`src/rtl/mdio_slave.sv`:
```
module mdio_slave #(
  parameter int DW = 16,
  parameter int AW = 5
) (
  input  logic          clk,
  input  logic          rst,
  input  logic          mdio_i,
  output logic          mdio_o,
  output logic          mdio_oe,
  output logic [AW-1:0] reg_addr,
  output logic          rd_stb,
  input  logic [DW-1:0] rd_data,
  output logic          wr_stb,
  output logic [DW-1:0] wr_data
);
  localparam int HDR_BITS = 2 + 2 * AW;
  localparam int CW = $clog2(DW + 1);

  typedef enum logic [2:0] {
    S_IDLE, S_START, S_HDR, S_TA_RD, S_TA_WR, S_READ, S_WRITE
  } st_t;

  st_t           st;
  logic [CW-1:0] cnt;
  logic [DW-1:0] acc;
  logic [AW-1:0] addr_q;
  logic          wr_stb_q;
  logic [DW-1:0] hdr_next;

  assign hdr_next = {acc[DW-2:0], mdio_i};
  assign reg_addr = addr_q;
  assign rd_stb   = (st == S_TA_RD);
  assign mdio_oe  = (st == S_TA_RD) || (st == S_READ);
  assign mdio_o   = (st == S_READ) ? acc[DW-1] : 1'b0;
  assign wr_stb   = wr_stb_q;
  assign wr_data  = acc;

  always_ff @(posedge clk) begin
    if (rst) begin
      st       <= S_IDLE;
      cnt      <= '0;
      acc      <= '0;
      addr_q   <= '0;
      wr_stb_q <= 1'b0;
    end else begin
      wr_stb_q <= 1'b0;
      case (st)
        S_IDLE:  if (!mdio_i) st <= S_START;
        S_START:
          if (mdio_i) begin
            st  <= S_HDR;
            cnt <= CW'(HDR_BITS - 1);
            acc <= '0;
          end
        S_HDR: begin
          acc <= hdr_next;
          if (cnt == '0) begin
            addr_q <= hdr_next[AW-1:0];
            case (hdr_next[HDR_BITS-1 -: 2])
              2'b10:   st <= S_TA_RD;
              2'b01: begin
                st  <= S_TA_WR;
                cnt <= CW'(1);
              end
              default: st <= S_IDLE;
            endcase
          end else begin
            cnt <= cnt - 1'b1;
          end
        end
        S_TA_RD: begin
          acc <= rd_data;
          cnt <= CW'(DW - 1);
          st  <= S_READ;
        end
        S_READ: begin
          acc <= {acc[DW-2:0], 1'b0};
          if (cnt == '0) st <= S_IDLE;
          else cnt <= cnt - 1'b1;
        end
        S_TA_WR:
          if (cnt == '0) begin
            st  <= S_WRITE;
            cnt <= CW'(DW - 1);
          end else begin
            cnt <= cnt - 1'b1;
          end
        S_WRITE: begin
          acc <= hdr_next;
          if (cnt == '0) begin
            wr_stb_q <= 1'b1;
            st       <= S_IDLE;
          end else begin
            cnt <= cnt - 1'b1;
          end
        end
        default: st <= S_IDLE;
      endcase
    end
  end

  assert_rd_stb_single_R5: assert property (@(posedge clk) disable iff (rst)
    rd_stb |=> !rd_stb);

  assert_wr_stb_single_R8: assert property (@(posedge clk) disable iff (rst)
    wr_stb |=> !wr_stb);

  assert_ta_zero_R6: assert property (@(posedge clk) disable iff (rst)
    $rose(mdio_oe) |-> (!mdio_o && rd_stb));

  assert_release_idle_R7: assert property (@(posedge clk) disable iff (rst)
    $fell(mdio_oe) |-> (st == S_IDLE));

  assert_drive_continues_R10: assert property (@(posedge clk) disable iff (rst)
    rd_stb |=> (mdio_oe && !rd_stb));

  assert_no_drive_on_write_R10: assert property (@(posedge clk) disable iff (rst)
    wr_stb |-> !mdio_oe);
endmodule

```
`config.mk`:
```
export PLATFORM = sky130hd
export DESIGN_NAME = mdio_slave
export DESIGN_NICKNAME = d
export VERILOG_FILES = /design/src/rtl/mdio_slave.sv
export SDC_FILE = /design/constraint.sdc
export NUM_CORES = 1
export LEC_CHECK = 0
export BUFFER_PORTS_ARGS = -buffer_cell sky130_fd_sc_hd__buf_2
export CORE_UTILIZATION = 45
export CTS_CLUSTER_DIAMETER = 40
export DETAILED_ROUTE_END_ITERATION = 12
export GPL_ROUTABILITY_DRIVEN = 0
export PLACE_DENSITY = 0.75
export SETUP_SLACK_MARGIN = 0.15
export SLEW_MARGIN = 20
export SYNTH_ARGS = -nofsm -noshare
export SYNTH_HDL_FRONTEND = slang
export SYNTH_SLANG_ARGS = --single-unit
```
`constraint.sdc`:
```
create_clock -name clk -period 4 [get_ports clk]
set_clock_uncertainty 0.15 [all_clocks]
set_input_delay 1.2 -clock clk [delete_from_list [all_inputs] [get_ports clk]]
set_output_delay 1.2 -clock clk [all_outputs]
set_load 0.05 [all_outputs]
```
==> results.md <==
- Run status: finished clean
- Mean post-synth cell area: 8.766 um2
- Top cells by area, synth: dfxtp_1 (41%), a222oi_1 (8.8%), nor2_1 (7.1%), mux2i_1 (4.8%), a21oi_1 (2.7%)
- Standard cell with the maximum stage delay on the critical path: dfxtp_1
- Clock buffer count from CTS: 5
- Switching fraction of total power: 0.3324
- Grt total ovfl: 0
- Classification of the worst setup path: register to output pin
- Initial DRT Pass Iterations: 6
- Total track usage: 0.2289
- Share of the clock period used by the worst path after layout: 0.8556
- Number of distinct library cells after synthesis: 44
- Total wire length: 3673 um
- Number of vias in the routed layout: 1,471
- DR vias/cell: 5.861
- CP Max Fanout: 19
- Port Buffers: 43
- Final worst path period need: 3422 ps
- Layout Nets: 226
- Core area: 0.003078 mm2
- Die Y: roughly 59 um
- CTS max path bufs: 2
- Synthesized netlist cell count: between 150 and 200
- Cell types with the highest counts after synthesis: dfxtp_1 (30), nor2_1 (28), a222oi_1 (13), clkbuf_1 (10), a21oi_1 (8)
- Maximum vdd ir drop: 211.4 uV
- Antenna diode count: 0
- CP Data Required Time: between 2000 and 3000 ps
- Slew margin rel.: 0.5623
- Sequential cell area fraction in the yosys report: 0.4078
- P_int: 0.4464 mW
- Power per cell area: 378.8 mW/mm2
- Sequence of cells on the critical path: and2_1 > nor2b_1 > buf_4 > buf_2
- Site Rows: 20
- Startpoint of the most critical setup path: st[0]$_SDFFE_PP0P_
- Worst setup endpoint: rd_stb
- Flops & latches, synth: 30
- I/O Pins: 44
- Initial core utilization: 0.4785
- Logic pwr share: 0.216
- Largest net degree at the start of global routing: 31
- Worst min-delay path category: register to register
- WL/cell: 14.63 um
- Number of pins with negative max-slew slack in the final report: 0
- Number of endpoints with negative hold slack in the final report: 0
- Number of max-cap violations: 0
- Most common flop cell mapped by yosys: dfxtp_1
- Total number of yosys warnings: 0
- Measured slew at the worst slew-check pin: about 660 ps
- Count of final setup violators: 0
- Total Power Consumption: ~0.67 mW
- Launch instance of the worst register-to-register path: cnt[0]$_SDFFE_PP0P_
- Area of the die: 0.003505 mm2
- Sequential cell fraction of total power: 0.487
- Detailed-route DRC error count: 0
- Area Growth Syn to Fin: 19.88%
- Number of cell instances on the worst register-to-register path: 6
- TritonCTS clock tree: done
- Horiz. Die Dim: 59.21 um
- Switch Pwr: 0.2223 mW
- Largest stage delay on the critical path: 710 ps
- Latest clock arrival within the worst-skew pair: 330 ps
- R2R Path End: cnt[2]$_SDFFE_PP0P_
- Proportion of layout cells with a drive suffix above 1: 0.2899
- H-Tree Depth: 2
- Global-route wire length before repair: 5996 um
- Element type at the critical path end: output pin
- Cell with the most instances after synthesis: dfxtp_1
- Arrival time worst endpoint: 2070 ps
- Cell accounting for the most synthesized area: dfxtp_1
- CTS clock-pin slew for the worst setup and hold paths: ~110 ps
- Highest Clock Rate: 292.2 MHz
- Flop-to-flop setup slack: 1500 ps
- CP Launch Type: register
- Buffer type at the clock tree root: clkbuf_4
- CTS sink count: 30
- Post-cts resize count: 0
- Portion of synthesized cell area occupied by the leading cell type: 0.4078
- Setup bufs post-CTS: 0
- Number of DRC violations after detailed-routing iteration 0: 105
- Count of flip-flops with a built-in enable after synthesis: 0
- Cell area after synthesis: ~0.0015 mm2
- Final-layout setup total negative slack: 0 ps
- Vias in the first global route: 1,345
- Post-CTS Hold Fix Bufs: 0
- Part of the total power dissipated in the clock network: 0.297
- HPWL after DPL: 2441 um
- Unrepaired setup endpoints after global routing: no
- Synthesized netlist net count: 188
- Antenna violation net count after detailed routing: 0
- Number of antenna violations at the first check in global routing: 0
- Share of async-settable or async-resettable flops after synthesis: 0
- Pleak: 0.8089 nW
[per-stage QoR]
step           hold WS [ps]  cell area (um2)  utilization  setup WS [ps]  instances
6_report              349.3             1765       0.5736          577.7        251
5_1_grt               382.1             1765       0.5736          438.4        251
4_1_cts               358.2             1762       0.5724          580.7        251
3_5_place_dp          331.6             1698       0.5516          987.5        243
3_3_place_gp          321.7             1698       0.5516           1053        243
2_1_floorplan         314.5             1473            -           1252        168
[sequential cells by signal (all words and copies together), names as in the netlist]
name / count
cnt: 5
reg_addr: 5
st: 3
wr_data: 16
wr_stb: 1
[per-layer routing]
layer	vias up	GRT usage	part of all wire
met2	76	0.3772	0.47
met4	0	0.1156	0.012
met1	683	0.2778	0.44
met5	-	0	0
met3	5	0.05240	0.072
li1	707	-	-
[worst max-delay path, delay by kind of cell, from the launching register on]
kind          cells  cell delay (ps)
flops             1              710
buf+inv           2              500
simple gates      2              530
[worst min path at each step]
stage | from | cells after the start | to | slack, ps
4_1_cts | reg_addr[1]$_SDFFE_PP0N_ | 2 | reg_addr[1]$_SDFFE_PP0N_ | 360
5_1_grt | reg_addr[2]$_SDFFE_PP0N_ | 2 | reg_addr[2]$_SDFFE_PP0N_ | 380
3_3_place_gp | reg_addr[3]$_SDFFE_PP0N_ | 2 | reg_addr[3]$_SDFFE_PP0N_ | 320
2_1_floorplan | cnt[0]$_SDFFE_PP0P_ | 2 | cnt[0]$_SDFFE_PP0P_ | 310
3_5_place_dp | reg_addr[1]$_SDFFE_PP0N_ | 2 | reg_addr[1]$_SDFFE_PP0N_ | 330
6_report | reg_addr[1]$_SDFFE_PP0N_ | 2 | reg_addr[1]$_SDFFE_PP0N_ | 350
[cells by family after synthesis]
group / synth area share
and+or+nand+nor: 0.2039
muxes: 0.05523
DFF: 0.4078
AOI/OAI and AO/OA: 0.2515
xor gates and xnor gates: 0.01190
buffers and inverters: 0.06117
adders and majority gates: 0.008495
[power groups by stage]
stage               clock (mW)  combinational [mW]  sequential (mW)
floorplan                    0              0.0954            0.346
global placement             0               0.138            0.331
detailed placement           0               0.141            0.333
CTS                      0.201               0.143            0.326
global route             0.216               0.159            0.329
finish                   0.199               0.144            0.326
[placed cells by master, fill, tap and decap left out, types with 2 or more instances in the layout]
master     instances
nand3b_1           2
nand2b_1           2
a21oi_1            8
nor3_1             3
o21a_1             2
xor2_1             2
nor2b_1            5
nand3_1            3
mux2i_1            7
a222oi_1          13
a211oi_1           2
inv_1              6
o21ai_0            4
dfxtp_1           30
a2111oi_0          2
a221oi_1           2
and3_1             3
clkbuf_4           5
a311oi_1           3
buf_2             43
nand2_1            6
buf_4              3
nor2_1            28
[cell type report]
cell class / count / area, um2
Fill cell: 288 / 1313
Tap cell: 44 / 55.05
Clock inverter: 2 / 12.51
Timing Repair Buffer: 46 / 237.7
Multi-Input combinational cell: 117 / 785.8
Inverter: 6 / 22.52
Clock buffer: 6 / 51.30
Sequential cell: 30 / 600.6
No activity file was read; power rests on OpenSTA's default activity.
